$ cat src/rtl/bcdc_pkg.sv
package bcdc_pkg;

    localparam int DIG_W = 4;

    typedef enum logic [DIG_W-1:0] {
        DIG0 = 4'd0,
        DIG1 = 4'd1,
        DIG2 = 4'd2,
        DIG3 = 4'd3,
        DIG4 = 4'd4,
        DIG5 = 4'd5,
        DIG6 = 4'd6,
        DIG7 = 4'd7,
        DIG8 = 4'd8,
        DIG9 = 4'd9
    } digit_e;

    // Map any 4-bit code to a legal digit state; codes above nine become nine.
    function automatic digit_e to_digit(input logic [DIG_W-1:0] raw);
        if (raw > 4'd9) begin
            return DIG9;
        end
        return digit_e'(raw);
    endfunction

endpackage

$ cat src/rtl/bcdc_load_clamp.sv
module bcdc_load_clamp
    import bcdc_pkg::*;
#(
    parameter int DIGITS = 4,
    localparam int VW = DIGITS * DIG_W
) (
    input  logic [VW-1:0] raw_val,
    output logic [VW-1:0] safe_val
);

    for (genvar g = 0; g < DIGITS; g++) begin : g_nib
        assign safe_val[g*DIG_W +: DIG_W] = to_digit(raw_val[g*DIG_W +: DIG_W]);
    end

endmodule

$ cat src/rtl/bcdc_digit.sv
module bcdc_digit
    import bcdc_pkg::*;
(
    input  logic             clk,
    input  logic             rst_n,
    input  logic             en,        // count-down enable from the digit below
    input  logic             above_nz,  // some higher digit is nonzero
    input  logic             load,
    input  logic [DIG_W-1:0] load_digit, // already clamped
    output logic [DIG_W-1:0] value,
    output logic             borrow,    // enable to the digit above
    output logic             nz         // this digit or any above is nonzero
);

    digit_e state_q;
    digit_e state_d;

    // Next-state selection: TR_LOAD, then TR_DEC / TR_WRAP / TR_HOLD.
    always_comb begin
        state_d = state_q;
        if (load) begin
            state_d = to_digit(load_digit);
        end else if (en) begin
            unique case (state_q)
                DIG0:    state_d = above_nz ? DIG9 : DIG0;
                DIG1:    state_d = DIG0;
                DIG2:    state_d = DIG1;
                DIG3:    state_d = DIG2;
                DIG4:    state_d = DIG3;
                DIG5:    state_d = DIG4;
                DIG6:    state_d = DIG5;
                DIG7:    state_d = DIG6;
                DIG8:    state_d = DIG7;
                DIG9:    state_d = DIG8;
                default: state_d = DIG9;
            endcase
        end
    end

    // State register with TR_RESET.
    always_ff @(posedge clk) begin
        if (!rst_n) begin
            state_q <= DIG0;
        end else begin
            state_q <= state_d;
        end
    end

    // Outputs derived from the present state.
    always_comb begin
        value  = state_q;
        nz     = above_nz;
        borrow = 1'b0;
        unique case (state_q)
            DIG0: begin
                borrow = en && !load && above_nz;
            end
            default: begin
                nz = 1'b1;
            end
        endcase
    end

endmodule

$ cat src/rtl/bcdc_counter.sv
module bcdc_counter
    import bcdc_pkg::*;
#(
    parameter int DIGITS = 4,
    localparam int VW = DIGITS * DIG_W
) (
    input  logic          clk,
    input  logic          rst_n,
    input  logic          tick,
    input  logic          load,
    input  logic [VW-1:0] load_val,
    input  logic          hi_nz_in,
    output logic [VW-1:0] count,
    output logic          wrap_out,
    output logic          nz_out
);

    logic [VW-1:0]   safe_val;
    logic [DIGITS:0] en_chain;   // en_chain[i] enables digit i
    logic [DIGITS:0] nz_chain;   // nz_chain[i] : digit i or above nonzero
    logic            unused_nz;

    bcdc_load_clamp #(.DIGITS(DIGITS)) u_clamp (
        .raw_val  (load_val),
        .safe_val (safe_val)
    );

    assign en_chain[0]      = tick;
    assign nz_chain[DIGITS] = hi_nz_in;

    for (genvar g = 0; g < DIGITS; g++) begin : g_dig
        bcdc_digit u_dig (
            .clk        (clk),
            .rst_n      (rst_n),
            .en         (en_chain[g]),
            .above_nz   (nz_chain[g+1]),
            .load       (load),
            .load_digit (safe_val[g*DIG_W +: DIG_W]),
            .value      (count[g*DIG_W +: DIG_W]),
            .borrow     (en_chain[g+1]),
            .nz         (nz_chain[g])
        );
    end

    assign wrap_out  = en_chain[DIGITS];
    assign nz_out    = nz_chain[0];
    assign unused_nz = ^nz_chain[DIGITS:1];

endmodule

$ cat config.mk
export PLATFORM = sky130hd
export DESIGN_NAME = bcdc_counter
export DESIGN_NICKNAME = d
export VERILOG_FILES = /design/src/rtl/bcdc_pkg.sv /design/src/rtl/bcdc_load_clamp.sv /design/src/rtl/bcdc_digit.sv /design/src/rtl/bcdc_counter.sv
export SDC_FILE = /design/constraint.sdc
export NUM_CORES = 1
export LEC_CHECK = 0
export ABC_CLOCK_PERIOD_IN_PS = 9400
export BUFFER_PORTS_ARGS = -buffer_cell sky130_fd_sc_hd__buf_2
export CORE_MARGIN = 8
export CORE_UTILIZATION = 54
export CTS_CLUSTER_SIZE = 12
export DETAILED_ROUTE_END_ITERATION = 10
export MAX_ROUTING_LAYER = met4
export PLACE_DENSITY = 0.84
export SYNTH_ARGS = -nofsm -noshare
export SYNTH_HDL_FRONTEND = slang
export SYNTH_HIERARCHICAL = 1
export SYNTH_SLANG_ARGS = --single-unit
$ cat constraint.sdc
create_clock -name clk -period 9.4 [get_ports clk]
set_clock_uncertainty 0.2 [all_clocks]
set_input_delay 0.47 -clock clk [delete_from_list [all_inputs] [get_ports clk]]
set_output_delay 0.47 -clock clk [all_outputs]
set_load 0.01 [all_outputs]
Yosys cells after proc, flatten, opt, wreduce, memory -nomap -nowiden
Index checks and enable logic that the tools add are counted.
W data, S select, Z words.

word-level totals
  register bits after elaboration = 16
  bits of input ports = 21
  output and inout port bits = 18
  word-level logic and storage cells = 117

operators by class
  multiplexer cells = 52
  magnitude comparators = 8
  reductions and logical operators = 17
  equality and inequality tests = 36

operators with widths
  cell                  number
  $pmux W4 S10          4
  $mux W4               28
  $eq A4 B3 Y1 const B  16
  $eq A4 B2 Y1 const B  8
  $eq A4 B4 Y1 const B  8
  $gt A4 B4 Y1 const B  8
  $mux W1               20
  $eq A4 B1 Y1 const B  4
  $logic_not A4 Y1      4
  $logic_and A1 B1 Y1   8
  $reduce_bool A2 Y1    4
  $logic_not A1 Y1      1

Depth between registers and ports, before layout
  depth in word-level cells = 15
  mapped depth = 13
  depth with buffers taken out = 13

Cells and area by module
Netlist, hierarchy kept.

by module, submodules not included
  module           times used  sequential area each (um2)  cells each  area an instance (um2)
  bcdc_digit       4           80.1                        36          285.3
  bcdc_load_clamp  1           0.0                         20          110.1

Worst setup path before layout
OpenSTA, ideal clock, no wires.

  path kind = reg-to-output
  start = register g_dig[3].u_dig.state_q[3]
  end = output wrap_out
  path buffers = 0
  stages on the path, launching flop included = 12
  data required time = 8,730 ps
  arrival time = 2,650 ps
  slack = 6,080 ps
  cell sequence = dfxtp_1 > nor4_2 > or2b_1 > or2b_1 > or2b_1 > and3_2 > nor2b_1 > and3_2 > nor2b_1 > and3_2 > nor2b_1 > and3_2

between the ends
  cells in the longest elaborated chain, start to end = 15

ends and longest elaborated chain
  item                               RTL line            source
  start: declaration                 bcdc_digit.sv:15    digit_e state_q;
  start signal: assignment           bcdc_digit.sv:45    state_q <= state_d;
  $logic_not A4 Y1                   bcdc_digit.sv:54    unique case (state_q)
  $mux W1                            bcdc_digit.sv:54
  via nz_chain[3]                    bcdc_counter.sv:20  logic [DIGITS:0] nz_chain;
  $mux W1                            bcdc_digit.sv:54
  via nz_chain[2]                    bcdc_counter.sv:20
  $mux W1                            bcdc_digit.sv:54
  via nz_chain[1]                    bcdc_counter.sv:20
  $logic_and A1 B1 Y1                bcdc_digit.sv:56    borrow = en && !load && above_nz;
  (+1 left out)                      --
  via en_chain[1]                    bcdc_counter.sv:19  logic [DIGITS:0] en_chain;
  $logic_and A1 B1 Y1 (2 in series)  bcdc_digit.sv:56
  $mux W1                            bcdc_digit.sv:54
  via en_chain[2]                    bcdc_counter.sv:19
  $logic_and A1 B1 Y1 (2 in series)  bcdc_digit.sv:56
  $mux W1                            bcdc_digit.sv:54
  via en_chain[3]                    bcdc_counter.sv:19
  $logic_and A1 B1 Y1 (2 in series)  bcdc_digit.sv:56
  $mux W1                            bcdc_digit.sv:54
  end: declaration                   bcdc_counter.sv:14  output logic wrap_out,

The timed path passes the listed nets, and every way through them passes these cells.

Worst setup path after layout
Same ends and word-level chain as after synthesis.

==> metrics.csv <==
metric,value,unit
status,completed,
rr_worst_depth,13,
cp_cell_sequence,nor4_2 -> or2b_1 -> or2b_1 -> or2b_1 -> and3_2 -> nor2b_1 -> and3_2 -> nor2b_1 -> and3_2 -> nor2b_1 -> and3_2 -> buf_2,
num_rows,17,
cts_buffers,3,
synth_edf_count,0,
via_count,1297,
postCtsSetupBuffers,0,
fill_cells,189,
cts_hold_buf,0,
min_period,3.97,ns
crit_fanout,8,
synthTopCellsByArea,"dfxtp_1 26%, o21ai_0 8.0%, nor2_1 6.0%",
die_w,64.1,um
cts_max_level,1,
clkPwrFrac,21.5,%
power_frac_seq,52.0,%
grt_max_degree,37,
synth.top_cell.area_share,25.6,%
critPathKind,reg -> out,
setup_viol,0,
p_sw_share,31.4,%
synth.net_count,185,
tns,0,ns
min_from,load_val[11],
vdd_drop_max,0.0753,mV
multi_input_area,851,um^2
register_area,320,um^2
drtPass1Iterations,4,
wirelength,2910,um
timing.fmax,252,MHz
synth-main-ff-cell,dfxtp_1,
maxCapViolations,0,
clockBufferDepth,2,
combPwrFrac,26.4,%
largest_reg_flops,16,
netlist_instances,164,
ys_seq_elements,16,
hold_ws,0.316,ns
vias_per_cell,5.76,
worstPathRequired,8.73,ns
hold_depth,3,
regToRegEndpoint,g_dig[3].u_dig/value[1],
clkLatencyLatePin,0.27,ns
cts.reportedPaths.clkPinSlew,0.08,ns
async_flop_share,0,%
n_antenna_cell,0,
die_y,64.1,um
end_kind,output pin,
io_pins,39,
syn_area,0.00125,mm^2
worstMarginPinSlew,0.556,ns
intPower,0.000108,W
cp_slowest_cell,dfxtp_1,
port_buffers,38,
antenna_found_initial,0,
layout_setup_ws,5.43,ns
drt-wirelength-per-cell,12.9,um
drt_iter0_markers,53,
grt_pass1_vias,1256,
p_per_area,108,mW/mm^2
yosys.area.top_type,dfxtp_1,
grtUsageTotal,15.1,%
core-area,0.00221,mm^2
hold_class,in -> reg,
post-route-period-util,42.2,%
finalPower,0.000158,W
clk_root_buffer_cell,clkbuf_4,
ys_seq_area_share,25.6,%
cpMostUsedCell,and3_2,
antenna_left,0,
reg2reg_from,g_dig[3].u_dig/value[3],
drc,0,
rrSetupSlack,5.90,ns
rsz0062_at_grt,false,
clkSinkCount,16,
ctsResizeCount,0,
place_ws,5.74,ns
hpwl,2270,um
yosys_warnings,6,
area_delta_synth_final,17.0,%
startpoint_type,flip-flop,
start_util,56.6,%
critPathTopFamily,simple AND/OR/NAND/NOR gates,
slew_violations,0,
nNetsFinal,220,
final_layout_size_suffix_gt1_share,26.9,%
cp.buffers_inverters,1,
dieArea,0.00411,mm^2
arrival,3.30,ns
overflow,0,
place_congestion,0.834,
p_leak,0.613,nW
max_slew_margin,62.9,%
hold_viol_final,0,
yosysUniqueCellTypes,22,
hold_path_end,g_dig[2].u_dig/value[3],
cts_tree,done,
synth_commonest_cells,"20 x nor2_1, 20 x o21ai_0, 16 x dfxtp_1",
syn_avg_cell_area,7.63,um^2
slowest_delay,0.38,ns
power_switching,0.0000495,W
grt_pass1_wl,5200,um
layout make-up:
type,count,share of cell area [%]
multi-input combinational,128,58.1
clock buffer,3,1.54
tap,28,2.39
timing repair buffer,38,13.0
inverter,12,3.08
sequential,16,21.9
metrics by stage:
step | utilization (%) | instances | area, um^2
final | 66.2 | 225 | 1460
after global routing | 66.2 | 225 | 1460
after CTS | 66.2 | 225 | 1460
after detailed placement | 65.2 | 222 | 1440
after global placement | 65.2 | 222 | 1440
after floorplan | - | 164 | 1250
cell families after synthesis:
kind of cell           synth area share, %
and+or+nand+nor                       38.0
AOI/OAI and AO/OA                     30.0
buffers and inverters                 6.40
DFF                                   25.6
power groups by stage:
stage	Sequential [W]	Clock, W	Combinational, W
floorplan	0.0000843	0	0.0000261
global placement	0.0000827	0	0.0000407
detailed placement	0.0000836	0	0.0000419
CTS	0.0000819	0.0000361	0.0000421
global route	0.0000835	0.0000396	0.0000476
finish	0.0000820	0.0000340	0.0000417
worst register-to-register path, stage by stage, from the launching register on:
cell,delay (ns)
dfxtp_1,0.38
nor4_2,0.30
or2b_1,0.26
or2b_1,0.22
or2b_1,0.23
and3_2,0.22
nor2b_1,0.15
and3_2,0.28
nor2b_1,0.15
and3_2,0.29
nor4b_2,0.19
a221oi_1,0.23
o21ai_0,0.13
and3_1,0.18
cell usage in the layout, fill, tap and decap left out, drive strengths merged:
cell type | synthesis | final
or2b | 4 | 4
o21a | 4 | 4
nor3b | 4 | 4
buf | 4 | 38
a21oi | 8 | 8
nor4 | 4 | 4
nor2b | 12 | 12
a221oi | 8 | 8
a31oi | 4 | 4
dfxtp | 16 | 16
nor4b | 4 | 4
nor2 | 20 | 20
and4bb | 4 | 4
a21boi | 4 | 4
o21ai | 24 | 24
and3 | 8 | 8
nand2b | 8 | 8
a211oi | 8 | 8
inv | 12 | 12
clkbuf | 4 | 3
how the worst max path moves through the flow:
stage	start	endpoint	slack [ns]	cells after the start
6_report	g_dig[3].u_dig/value[3]	wrap_out	5.43	12
5_1_grt	g_dig[3].u_dig/value[3]	wrap_out	5.11	12
4_1_cts	g_dig[3].u_dig/value[3]	wrap_out	5.41	12
3_5_place_dp	g_dig[3].u_dig/value[3]	wrap_out	5.74	12
3_3_place_gp	g_dig[3].u_dig/value[1]	wrap_out	5.80	12
2_1_floorplan	g_dig[3].u_dig/value[3]	wrap_out	6.08	11
per-layer routing:
metal	GRT usage, %	up-vias	wire length [um]
li1	-	673	-
met1	18.0	580	1300
met2	25.0	38	1390
met3	2.96	6	192
met4	4.63	0	38
met5	-	-	0
Power figures use the tool's default switching activity.
